File: src/rtl/led_fmt_pkg.sv
package led_fmt_pkg;

  localparam int COLOR_W = 8;
  localparam int PWM_W   = 12;
  localparam int CMD_W   = 6;
  localparam int CNT_W   = 10;
  localparam int HDR_W   = 8 + CMD_W + CNT_W;
  localparam int PIX_W   = 3 * COLOR_W;
  localparam logic [7:0] SYNC_BYTE = 8'b1110_1000;

  typedef enum logic [1:0] {
    KIND_PWM = 2'd0,
    KIND_CAL = 2'd1,
    KIND_BRT = 2'd2,
    KIND_CFG = 2'd3
  } frame_kind_e;

  typedef enum logic [1:0] {
    ST_IDLE  = 2'd0,
    ST_SHIFT = 2'd1,
    ST_LOAD  = 2'd2
  } eng_state_e;

  function automatic logic [CMD_W-1:0] kind_code(frame_kind_e k);
    logic [CMD_W-1:0] code;
    case (k)
      KIND_PWM: code = 6'b000000;
      KIND_CAL: code = 6'b010101;
      KIND_BRT: code = 6'b101010;
      default:  code = 6'b111111;
    endcase
    return code;
  endfunction

  function automatic logic [PWM_W-1:0] widen(logic [COLOR_W-1:0] c);
    return {c, c[COLOR_W-1 -: PWM_W-COLOR_W]};
  endfunction

  function automatic logic [HDR_W-1:0] make_header(logic [CMD_W-1:0] code,
                                                   logic [CNT_W-1:0] cnt);
    return {SYNC_BYTE, code, cnt};
  endfunction

endpackage

File: src/rtl/led_payload_pack.sv
module led_payload_pack
  import led_fmt_pkg::*;
#(
  parameter int NUM_PIX = 8,
  localparam int IN_W   = NUM_PIX * PIX_W,
  localparam int NCH    = 3 * NUM_PIX,
  localparam int OUT_W  = NCH * PWM_W
) (
  input  logic [IN_W-1:0]  px,
  output logic [OUT_W-1:0] payload
);

  // Slot k counted from the MSB end: colour group k / NUM_PIX (blue, green, red),
  // pixel NUM_PIX-1 - (k % NUM_PIX).
  for (genvar k = 0; k < NCH; k++) begin : g_slot
    localparam int GRP = k / NUM_PIX;
    localparam int PIX = NUM_PIX - 1 - (k % NUM_PIX);
    localparam int SRC = PIX * PIX_W + GRP * COLOR_W;
    localparam int DST = OUT_W - 1 - k * PWM_W;
    assign payload[DST -: PWM_W] = widen(px[SRC +: COLOR_W]);
  end

endmodule

File: src/rtl/led_frame_cnt.sv
module led_frame_cnt
  import led_fmt_pkg::*;
(
  input  logic             clk,
  input  logic             rst_n,
  input  logic             inc,
  output logic [CNT_W-1:0] count
);

  always_ff @(posedge clk or negedge rst_n) begin
    if (!rst_n)   count <= '0;
    else if (inc) count <= count + 1'b1;
  end

endmodule

File: src/rtl/led_shift_engine.sv
module led_shift_engine
  import led_fmt_pkg::*;
#(
  parameter int FRAME_W = 312,
  localparam int IDX_W  = $clog2(FRAME_W)
) (
  input  logic               clk,
  input  logic               rst_n,
  input  logic               start,
  input  logic [FRAME_W-1:0] frame_in,
  output logic               busy,
  output logic               ser_clk,
  output logic               ser_dat,
  output logic               ser_load,
  output logic               frame_done
);

  localparam logic [IDX_W-1:0] LAST_IDX = IDX_W'(FRAME_W - 1);

  eng_state_e         state;
  logic [FRAME_W-1:0] shreg;
  logic [IDX_W-1:0]   bit_idx;
  logic               phase;

  always_ff @(posedge clk or negedge rst_n) begin
    if (!rst_n) begin
      state   <= ST_IDLE;
      shreg   <= '0;
      bit_idx <= '0;
      phase   <= 1'b0;
    end else begin
      case (state)
        ST_IDLE: begin
          if (start) begin
            shreg   <= frame_in;
            bit_idx <= '0;
            phase   <= 1'b0;
            state   <= ST_SHIFT;
          end
        end
        ST_SHIFT: begin
          if (!phase) begin
            phase <= 1'b1;
          end else begin
            phase <= 1'b0;
            if (bit_idx == LAST_IDX) begin
              state <= ST_LOAD;
            end else begin
              bit_idx <= bit_idx + 1'b1;
              shreg   <= {shreg[FRAME_W-2:0], 1'b0};
            end
          end
        end
        default: state <= ST_IDLE;
      endcase
    end
  end

  assign busy       = (state != ST_IDLE);
  assign ser_clk    = phase;
  assign ser_dat    = (state == ST_SHIFT) & shreg[FRAME_W-1];
  assign ser_load   = (state == ST_LOAD);
  assign frame_done = (state == ST_LOAD);

endmodule

File: src/rtl/led_frame_fmt.sv
module led_frame_fmt
  import led_fmt_pkg::*;
#(
  parameter int NUM_PIX = 8,
  localparam int PX_W    = NUM_PIX * PIX_W,
  localparam int PAY_W   = 3 * NUM_PIX * PWM_W,
  localparam int FRAME_W = HDR_W + PAY_W
) (
  input  logic             clk,
  input  logic             rst_n,
  input  logic             start,
  input  logic [1:0]       kind,
  input  logic [PX_W-1:0]  px_data,
  input  logic [PAY_W-1:0] raw_data,
  output logic             busy,
  output logic             ser_clk,
  output logic             ser_dat,
  output logic             ser_load
);

  frame_kind_e        kind_e;
  logic [PAY_W-1:0]   pwm_payload;
  logic [PAY_W-1:0]   sel_payload;
  logic [HDR_W-1:0]   header;
  logic [CNT_W-1:0]   frame_cnt;
  logic [FRAME_W-1:0] frame_word;
  logic               frame_done;
  logic               accept;

  assign kind_e      = frame_kind_e'(kind);
  assign sel_payload = (kind_e == KIND_PWM) ? pwm_payload : raw_data;
  assign header      = make_header(kind_code(kind_e), frame_cnt);
  assign frame_word  = {header, sel_payload};
  assign accept      = start & ~busy;

  led_payload_pack #(.NUM_PIX(NUM_PIX)) i_pack (
    .px      (px_data),
    .payload (pwm_payload)
  );

  led_frame_cnt i_cnt (
    .clk   (clk),
    .rst_n (rst_n),
    .inc   (frame_done),
    .count (frame_cnt)
  );

  led_shift_engine #(.FRAME_W(FRAME_W)) i_eng (
    .clk        (clk),
    .rst_n      (rst_n),
    .start      (accept),
    .frame_in   (frame_word),
    .busy       (busy),
    .ser_clk    (ser_clk),
    .ser_dat    (ser_dat),
    .ser_load   (ser_load),
    .frame_done (frame_done)
  );

endmodule

File: config.mk
export PLATFORM = sky130hd
export DESIGN_NAME = led_frame_fmt
export DESIGN_NICKNAME = d
export VERILOG_FILES = /design/src/rtl/led_fmt_pkg.sv /design/src/rtl/led_payload_pack.sv /design/src/rtl/led_frame_cnt.sv /design/src/rtl/led_shift_engine.sv /design/src/rtl/led_frame_fmt.sv
export SDC_FILE = /design/constraint.sdc
export NUM_CORES = 1
export LEC_CHECK = 0
export BUFFER_PORTS_ARGS = -buffer_cell sky130_fd_sc_hd__buf_2
export CORE_MARGIN = 3
export CORE_UTILIZATION = 28
export DETAILED_ROUTE_END_ITERATION = 12
export HOLD_SLACK_MARGIN = 0.02
export PLACE_DENSITY = 0.53
export SYNTH_ARGS = -nofsm -noshare
export SYNTH_HDL_FRONTEND = slang
export SYNTH_SLANG_ARGS = --single-unit
File: constraint.sdc
create_clock -name clk -period 2.1 [get_ports clk]
set_input_delay 0.42 -clock clk [delete_from_list [all_inputs] [get_ports clk]]
set_output_delay 0.42 -clock clk [all_outputs]
set_load 0.01 [all_outputs]
### Word level (Yosys, flattened, before mapping)

Index checks and enable logic that the tools add are counted.

| storage, ports and cells | value |
|---|---|
| memory bits (read-only) | 0 |
| RAM bits | 0 |
| output and inout port bits | 4 |
| memories | 0 |
| latch bits | 0 |
| bits in registers | 334 |
| bits of input ports | 485 |
| word-level logic and storage cells | 43 |

| operators by class | value |
|---|---|
| add/sub/neg operators | 2 |
| reduce and logical (&&, ||, !) cells | 7 |
| $mul | 0 |
| order comparisons | 0 |
| div/mod/pow operators | 0 |
| bitwise logic cells | 3 |
| equality and inequality tests | 9 |
| shift-type cells | 0 |
| muxes and demuxes | 17 |

Operator list:

| operator | count |
|---|---|
| $mux W312 | 3 |
| $pmux W312 S2 | 1 |
| $mux W288 | 1 |
| $mux W9 | 3 |
| $pmux W6 S3 | 1 |
| $pmux W9 S2 | 1 |
| $add A10 B1 Y10 const B | 1 |
| $add A9 B1 Y9 const B | 1 |
| $eq A9 B9 Y1 const B | 1 |
| $mux W2 | 3 |
| $eq A2 B1 Y1 const B | 2 |
| $eq A2 B2 Y1 const B | 2 |
| $logic_not A2 Y1 | 2 |
| $ne A2 B1 Y1 const B | 2 |
| $ne A2 B2 Y1 const B | 2 |
| $pmux W2 S2 | 1 |
| $reduce_and A4 Y1 | 1 |
| $reduce_bool A2 Y1 | 2 |
| $reduce_and A3 Y1 | 1 |
| $and A1 B1 Y1 | 2 |
| $mux W1 | 2 |
| $pmux W1 S2 | 1 |
| $reduce_and A2 Y1 | 1 |
| $not A1 Y1 | 1 |

### Longest topological paths before layout

Gate-level depths: netlist of the first run.

| depth | value |
|---|---|
| depth after elaboration | 5 |
| depth in mapped cells | 8 |
| depth with buffers taken out | 5 |

### Modules after synthesis

Synthesis of the first run repeated with hierarchy kept, for this count alone.

| unflattened totals | value |
|---|---|
| cell total of the unflattened synthesis | 2448 |
| area total of the unflattened synthesis | 23108.4 um2 |

Modules (own cells, without submodules):

| module | times used | seq. area each (um2) | area an instance (um2) | cells an instance |
|---|---|---|---|---|
| led_shift_engine | 1 | 8107.8 | 17023.8 | 1800 |
| led_frame_fmt | 1 | 0.0 | 3488.3 | 325 |
| led_payload_pack | 1 | 0.0 | 2162.1 | 288 |
| led_frame_cnt | 1 | 250.2 | 434.2 | 35 |

### Worst setup path after synthesis of the first run

OpenSTA, ideal clock, no wires.

| timing | value |
|---|---|
| path type | reg2out |
| start | reg i_eng.state[1] |
| end | out ser_dat |
| cell stages (with the launch flop) | 6 |
| slack | 123 ps |
| data required time | 1680 ps |
| buffers on the path | 3 |
| data arrival time | 1557 ps |
| path through | dfrtp_1 and2b_1 buf_2 clkbuf_1 clkbuf_1 and2_1 |

| on the way | value |
|---|---|
| longest elaborated chain between the ends | 2 |

Ends and longest elaborated chain:

| item | line | source |
|---|---|---|
| start, declared | led_shift_engine.sv:20 | `eng_state_e state;` |
| start signal, assigned | led_shift_engine.sv:27 | `state <= ST_IDLE;` |
| start signal, assigned | led_shift_engine.sv:38 | `state <= ST_SHIFT;` |
| start signal, assigned | led_shift_engine.sv:47 | `state <= ST_LOAD;` |
| $eq A2 B1 Y1 | led_shift_engine.sv:61 | `assign ser_dat = (state == ST_SHIFT) & shreg[FRAME_W-1];` |
| $and A1 B1 Y1 | led_shift_engine.sv:61 |  |
| end, declared | led_frame_fmt.sv:17 | `output logic ser_dat,` |

Every way passes these cells.

### Worst setup path in the final report of the first run

| timing | value |
|---|---|
| start | reg i_eng.bit_idx[6] |
| end | reg i_eng.shreg[237] |

| on the way | value |
|---|---|
| longest elaborated chain between the ends | 3 |

Ends and longest elaborated chain:

| item | line | source |
|---|---|---|
| start, declared | led_shift_engine.sv:22 | `logic [IDX_W-1:0] bit_idx;` |
| start signal, assigned | led_shift_engine.sv:49 | `bit_idx <= bit_idx + 1'b1;` |
| $eq A9 B9 Y1 | led_shift_engine.sv:46 | `if (bit_idx == LAST_IDX) begin` |
| $ne A2 B2 Y1 (no line) | - |  |
| $reduce_and A4 Y1 (no line) | - |  |
| end signal, assigned | led_shift_engine.sv:35 | `shreg <= frame_in;` |
| end signal, assigned | led_shift_engine.sv:50 | `shreg <= {shreg[FRAME_W-2:0], 1'b0};` |
| end, declared | led_shift_engine.sv:21 | `logic [FRAME_W-1:0] shreg;` |

Every way passes these cells.
A chain may end at the register's enable or synchronous reset.

==> results.md, run 1 <==
- Post-layout util: 37.2%
- Mapped Area: 19,400 um^2
- Die area: 72,400 um^2
- Core footprint: 67,900 um^2
- Final-layout fill cell count: 6,854
- Storage element area: 8360 um^2
- Count of final max-slew check failures: 0
- FMAX: 0.478 GHz
- Fraction of synthesized area in multiplexers: 21.5%
- Setup violators final: 0
- Max Cap Viol: 0
- Number of distinct library cells after synthesis: 40
- Worst R2R Setup Slack: 0.009 ns
- RSZ-0062 raised after global routing: true
- Clk pin slew, worst setup/hold paths: 0.05 ns
- Slew @ Worst Pin: 0.761 ns
- Hold WC Path Type: input pin to flop
- Final nets: 2,978
- Syn_nets: 2,481
- Crit share post-route: 99.6%
- Static leakage: 12.0 nW
- Final min period: 2.09 ns
- Antenna violations before repair: 5
- Clock buffer depth: 3
- Xor/xnor share of the synthesized area: 0.543%
- First-pass GRT wire length: 93,100 um
- Syn avg cell area: 9.71 um^2
- CTS Buf Count: 41
- Die X: 269 um
- First DRT Iteration DRCs: 771
- WS Path Type: flop to flop
- Final setup TNS: 0 ns
- Crit path max fanout: 20
- Status: completed
- DRT Pass-1 Iters: 6
- RD Place Congestion: 0.882
- Ys Warns: 0
- Largest family of logic cells by synthesized area: multiplexers
- Final ANT Viol Nets: 0
- Area Growth Syn to Fin: 30.2%
- Worst setup EP type: flop
- DP HPWL: 45,500 um
- Via count: 16,500
- Vias per cell: 4.79
- Die H: 269 um
- Setup crit start kind: flop
- Global route total overflow: 0
- Clock sink count: 334
- Share of cells above drive strength 1: 38.2%
- Yosys reg bits: 334
- Routed len/inst: 18.2 um
- Hold slack: 0.227 ns
- Gr usage total: 16.3%
- CTS tree: yes
- Clk_lat worst skew: 0.54 ns
- # IOs: 489
- Starting Density: 28.5%
- Mapped Cells: 1,994
- Cell Pwr Density: 1080 nW/um^2
- Post-synthesis compound-gate area fraction: 14.7%
- Total length of routed wires: 62,600 um
- Final hold vios: 0
- Crit path DAT: 2.51 ns
- VDD IR-drop max: 0.000497 V
- Htree depth: 2
- Number of global-route vias before repair: 17,100
- IO Port Bufs: 488
- Drt drc: 0
- Critical Path RT: 2.52 ns
- Simple-gate share of the synthesized area: 15.2%
- Root Driver: clkbuf_16
- Largest net degree at the start of global routing: 102
- Area share of fa/ha/maj cells after synthesis: 0.129%
- Num rows: 95
- Register area share after synthesis: 43.1%
- Worst Skew: 0.0165 ns
- Slew headroom: 49.1%
- Area taken by multi-input logic gates: 10,100 um^2
[flip-flops by register name, indices dropped and copies added, names as in the netlist]
signal,cells
i_eng.shreg,312
i_eng.ser_clk,1
i_eng.bit_idx,9
i_eng.state,2
i_cnt.count,10
[layout by cell type, fill, tap and decap left out, types with 8 or more instances in the layout]
master	synthesis	final
a21oi_1	199	199
a31oi_1	107	107
buf_12	0	31
buf_2	36	482
buf_4	0	85
buf_6	31	12
clkbuf_1	95	9
clkbuf_16	0	49
clkinv_2	0	9
dfrtp_1	334	333
mux2_1	29	28
mux2_2	13	13
mux2_4	246	247
nand2_1	411	411
nand3_1	14	13
nor2_1	98	97
nor3_1	15	15
nor3b_1	98	98
o21ai_0	201	201
xnor2_1	8	8
[cells in the mapped netlist]
master      n  area share (%)
a211o_1     3            0.14
a21o_1      1           0.039
a21oi_1   199             5.1
a22o_1      7            0.32
a31oi_1   107             3.5
a32o_1      1           0.052
and2_1      3           0.097
and2b_1     1           0.039
and3_1      6            0.19
and4_1      1           0.045
buf_1      10            0.19
buf_2      36            0.93
buf_6      31             1.8
clkbuf_1   95             1.8
dfrtp_1   334              43
ha_1        2            0.13
inv_1       1           0.019
mux2_1     29             1.7
mux2_2     13            0.76
mux2_4    246              19
nand2_1   411             8.0
nand2_2     1           0.032
nand2b_1    3           0.097
nand3_1    14            0.36
nor2_1     98             1.9
nor2_2      1           0.032
nor2b_1     1           0.032
nor3_1     15            0.39
nor3b_1    98             3.8
o21ai_0   201             5.2
o21bai_1    1           0.039
o22a_1      4            0.18
o311a_1     1           0.052
o311ai_2    1           0.084
or2_2       3           0.097
or3_1       1           0.032
or3b_1      1           0.045
or4_1       1           0.039
xnor2_1     8            0.36
xor2_1      4            0.18
[metrics by stage]
stage | setup slack, ns | instance area, um^2 | std cells | total power, mW
finish | 0.00887 | 25200 | 3447 | 27.1
global route | -0.0574 | 25200 | 3444 | 29.0
CTS | -0.0633 | 24900 | 3432 | 27.3
detailed placement | -0.256 | 23500 | 3350 | 19.9
global placement | -0.291 | 23500 | 3350 | 19.6
floorplan | 0.123 | 19400 | 1994 | 17.3
[critical path, stage by stage, from the launching register on]
cell	delay, ns
dfrtp_1	0.38
or3b_4	0.42
o311ai_4	0.25
buf_6	0.16
nand2_8	0.06
buf_12	0.18
buf_4	0.19
mux2_1	0.32
[path summary, 6_finish.rpt]
kind / from / to / cells past startpoint
setup / recovery: i_eng.bit_idx[6]$_DFFE_PN0P_ / i_eng.shreg[237]$_DFFE_PN0P_ / 7
hold / removal: start / i_eng.ser_clk$_DFFE_PN0P_ / 4
setup reg to reg: i_eng.bit_idx[6]$_DFFE_PN0P_ / i_eng.shreg[237]$_DFFE_PN0P_ / 7
hold reg to reg: i_cnt.count[9]$_DFFE_PN0P_ / i_cnt.count[9]$_DFFE_PN0P_ / 1
max in group asynchronous: rst_n / i_eng.shreg[224]$_DFFE_PN0P_ / 3
min in group asynchronous: rst_n / i_eng.shreg[102]$_DFFE_PN0P_ / 2
[per-layer routing]
| layer | track usage (%) | vias up | routed length, um |
|---|---|---|---|
| li1 | - | 7974 | - |
| met1 | 21.8 | 7976 | 28200 |
| met2 | 27.4 | 490 | 29600 |
| met3 | 2.70 | 81 | 3440 |
| met4 | 4.35 | 4 | 1330 |
| met5 | 0 | - | 25 |
[area by class of cell]
class                           instances  area share (%)
Multi-Input combinational cell       1487            40.2
Sequential cell                       334            33.1
Timing Repair Buffer                  626            16.7
Clock buffer                           59            4.78
Tap cell                              921            4.57
Clock inverter                         16           0.580
Antenna cell                            3          0.0298
Inverter                                1          0.0149
[power breakdown]
part | total, mW | switching, mW | internal, mW | leakage (nW)
combinational | 9.20 | 3.54 | 5.66 | 7.64
sequential | 10.8 | 1.62 | 9.22 | 3.70
clock | 7.11 | 2.86 | 4.25 | 0.668
[repair_timing]
item,in CTS,in global routing
setup buffers,5,3
gates resized for setup,8,15
hold buffers,1,0
hold endpoints to repair,34,0
gates cloned,1,10
pin swaps,1,1
setup endpoints to repair,266,292
[kinds of logic after synthesis]
family,after synthesis
muxes,288
buffers and inverters,173
and+or+nand+nor,659
adders and majority gates,2
xor gates and xnor gates,12
DFF,334
AOI/OAI and AO/OA,526
(Power assumes the default switching activity.)
==> inputs of run 2 (changes only) <==
- PLACE_DENSITY: 0.53 -> 0.52
- SYNTH_HIERARCHICAL: unset -> 1
==> run 2 against run 1 <==
Against the previous run:
- the flow now finishes with violations (setup timing)
- via count is 5.5% higher
- first-iteration DRC count is 1.2% higher
- clock power is 2% lower
- flip-flop and latch count stayed put
- synthesized cell count is 23% higher
- worst hold slack worse by 0.012 ns
- critical path type unchanged
- critical endpoint is now i_eng/shreg[82]$_DFFE_PN0P_
- largest cell class unchanged
- highest routed layer unchanged
==> results.md, run 2 <==
- Status: finished with violations
- Failing checks: setup timing
- Count of final max-slew check failures: 0 (unchanged)
- Worst reg2reg endpoint: i_eng/shreg[82]$_DFFE_PN0P_
- Area contributors post-synth: dfrtp_1 (36%), a31oi_2 (16%), mux2_2 (14%)
- Most frequent cells in the layout: nand2_1 (630), buf_2 (486), dfrtp_1 (334)
- Setup WS post-layout: -0.0275 ns (-0.0363 ns)
- WS Path Type: flop to flop
- Synth Flop Type: dfrtp_1
- Layout Cells excl Fill: 3,702 (+7.4%)
- Global route total overflow: 0 (unchanged)
- Final setup TNS: -0.547 ns (-0.547 ns)
- First DRT Iteration DRCs: 780 (+1.2%)
- Via count: 17,400 (+5.5%)
- Hold Path Depth: 3 (-1)
- Number of distinct library cells after synthesis: 41 (+2.5%)
- Die X: 293 um (+9.0%)
- Max reg flops: 312 (unchanged)
- Register area share after synthesis: 36.2% (-7.0 points)
- Yosys top cell by area: dfrtp_1
- Vias per cell: 4.71 (-1.8%)
- Number of synthesized flops with an enable pin: 0 (unchanged)
- Post-layout util: 33.1% (-4.1 points)
- Num rows: 104 (+9.5%)
- Commonest cells post-synth: nand2_1 (630), dfrtp_1 (334), nor3_1 (314)
- Core footprint: 81,200 um^2 (+20%)
- RD Place Congestion: 0.756 (-14%)
- Design Power: 38.9 mW (+43%)
- Area Growth Syn to Fin: 16.2%
- Crit share post-route: 101% (+1.7 points)
- VDD IR-drop max: 0.00112 V (+130%)
- First-pass GRT wire length: 99,000 um (+6.3%)
- Min-delay src: kind[1]
- Gr usage total: 14.1% (-2.2 points)
- Hold WC Path Type: input pin to flop
- CTS Buf Count: 42 (+2.4%)
- Final ANT Viol Nets: 0 (unchanged)
- Antenna violations before repair: 4 (-1)
- Starting Density: 28.5% (-0.080 points)
- DP HPWL: 44,000 um (-3.4%)
- Worst Skew: 0.0164 ns (-0.0000808 ns)
- Worst R2R Setup Slack: -0.03 ns (-0.04 ns)
- FFs w/ async S/R, synth: 100% (unchanged)
- Worst r2r src: i_eng/bit_idx[6]$_DFFE_PN0P_
- Setup crit start kind: flop
- Worst hold endpoint: i_eng/shreg[303]$_DFFE_PN0P_
- DRT Pass-1 Iters: 5 (-1)
- Drt drc: 0 (unchanged)
- Setup violators final: 53 (+53)
- Cell total after placement: 3,616 (+7.9%)
- Yosys reg bits: 334 (unchanged)
- RSZ-0062 raised after global routing: true
- Post-synth top area share: 36.2% (-7.0 points)
- Critical Path RT: 2.52 ns (about the same)
- Die H: 293 um (+9.0%)
- Clk pin slew, worst setup/hold paths: 0.06 ns (about the same)
- Mapped Cells: 2,448 (+23%)
- Cell Pwr Density: 1450 nW/um^2 (+35%)
- Biggest regs: i_eng/shreg (312), i_cnt/count (10), i_eng/bit_idx (9)
- Crit path max fanout: 53 (+170%)
- Total length of routed wires: 64,200 um (+2.6%)
- Root Driver: clkbuf_16
- Final min period: 2.13 ns (+0.0363 ns)
- Ys Warns: 6 (+6)
- Clk_lat worst skew: 0.57 ns (+0.03 ns)
- R2R cell count: 6 (-1)
- Htree depth: 2 (unchanged)
- Post-route cell area: 26,900 um^2 (+6.4%)
- Static leakage: 10.9 nW (-9.0%)
- Slew headroom: 51.2% (+2.0 points)
- Final nets: 3,099 (+4.1%)
- Routed len/inst: 17.3 um (-4.5%)
- Crit path DAT: 2.55 ns (+0.04 ns)
- Syn avg cell area: 9.44 um^2 (-2.8%)
- Max Cap Viol: 0 (unchanged)
- Number of global-route vias before repair: 18,000 (+5.0%)
- Top reg by flops: i_eng/shreg
- Commonest non-fill, non-tap cell in the layout: nand2_1
- Worst setup EP type: flop
- Dpl cell area: 25,000 um^2 (+6.5%)
- CTS tree: yes
- Die area: 86,000 um^2 (+19%)
- IO Port Bufs: 488 (unchanged)
- Largest net degree at the start of global routing: 144 (+41%)
- Clock buffer depth: 3 (unchanged)
- Final hold vios: 0 (unchanged)
- FMAX: 0.470 GHz (-1.7%)
- Cell with the most instances after synthesis: nand2_1
- Share of cells above drive strength 1: 49.8% (+12 points)
- # IOs: 489 (unchanged)
- Mapped Area: 23,100 um^2 (+19%)
- Slew @ Worst Pin: 0.733 ns (-0.0287 ns)
- Clock sink count: 334 (unchanged)
run 2: through the flow:
stage	setup WS, ns	hold slack (ns)
2_1_floorplan	-0.0569	0.124
3_3_place_gp	-0.108	0.327
3_5_place_dp	-0.0588	0.320
4_1_cts	-0.0487	0.167
5_1_grt	-0.108	0.206
6_report	-0.0275	0.215
run 2: metal layers:
layer | vias to the layer above | track usage (%) | part of all wire, %
met2 | 293 | 23.6 | 49
met5 | - | 0 | 0.020
li1 | 8588 | - | -
met1 | 8457 | 19.0 | 46
met4 | 2 | 4.13 | 2.3
met3 | 90 | 2.01 | 3.5
run 2: timing repair:
item,in CTS,in global routing
hold buffers,1,0
setup endpoints to repair,245,288
setup buffers,1,2
gates cloned,2,6
endpoints found under the hold margin,60,0
resized for setup,10,63
pin swaps,1,2
run 2: final cells by class:
type | count | area (um^2)
diodes | 2 | 5.00
clock buffers | 65 | 1250
clock inverters | 7 | 61.3
fillers | 8443 | 54300
inverters | 1 | 3.75
multi-input cells | 1622 | 11800
flip-flops and latches | 334 | 8360
well taps | 1060 | 1330
repair buffers | 611 | 4060
run 2: worst max-delay path by stage:
| stage | cells past startpoint | endpoint | startpoint |
|---|---|---|---|
| CTS | 5 | ser_dat | i_eng/state[0]$_DFFE_PN0P_ |
| floorplan | 10 | i_eng/shreg[100]$_DFFE_PN0P_ | i_eng/state[0]$_DFFE_PN0P_ |
| global route | 6 | i_eng/shreg[79]$_DFFE_PN0P_ | i_eng/bit_idx[6]$_DFFE_PN0P_ |
| global placement | 7 | i_eng/shreg[205]$_DFFE_PN0P_ | i_eng/state[0]$_DFFE_PN0P_ |
| detailed placement | 7 | i_eng/shreg[218]$_DFFE_PN0P_ | i_eng/state[0]$_DFFE_PN0P_ |
| finish | 6 | i_eng/shreg[82]$_DFFE_PN0P_ | i_eng/bit_idx[6]$_DFFE_PN0P_ |
run 2: cells by family after synthesis:
logic type                 after synthesis  share of synthesized area, %
AOI/OAI and AO/OA                      327                          16.7
xor gates and xnor gates                11                         0.417
adders and majority gates                2                         0.108
buffers and inverters                  500                          14.3
DFF                                    334                          36.2
muxes                                  292                          14.2
other                                    2                        0.0325
and+or+nand+nor                        980                          18.1
run 2: worst max-delay path, stage by stage (launching register included):
cell     delay, ns
dfrtp_1       0.38
or4b_4        0.56
o21ba_4       0.27
buf_12        0.19
buf_12        0.22
nor3_1        0.24
a31oi_2       0.05
run 2: power by group:
part           leakage [nW]  internal, mW  switching [mW]
Combinational          6.52          8.63            11.7
Clock                 0.644          4.09            2.90
Sequential             3.76          9.75            1.82
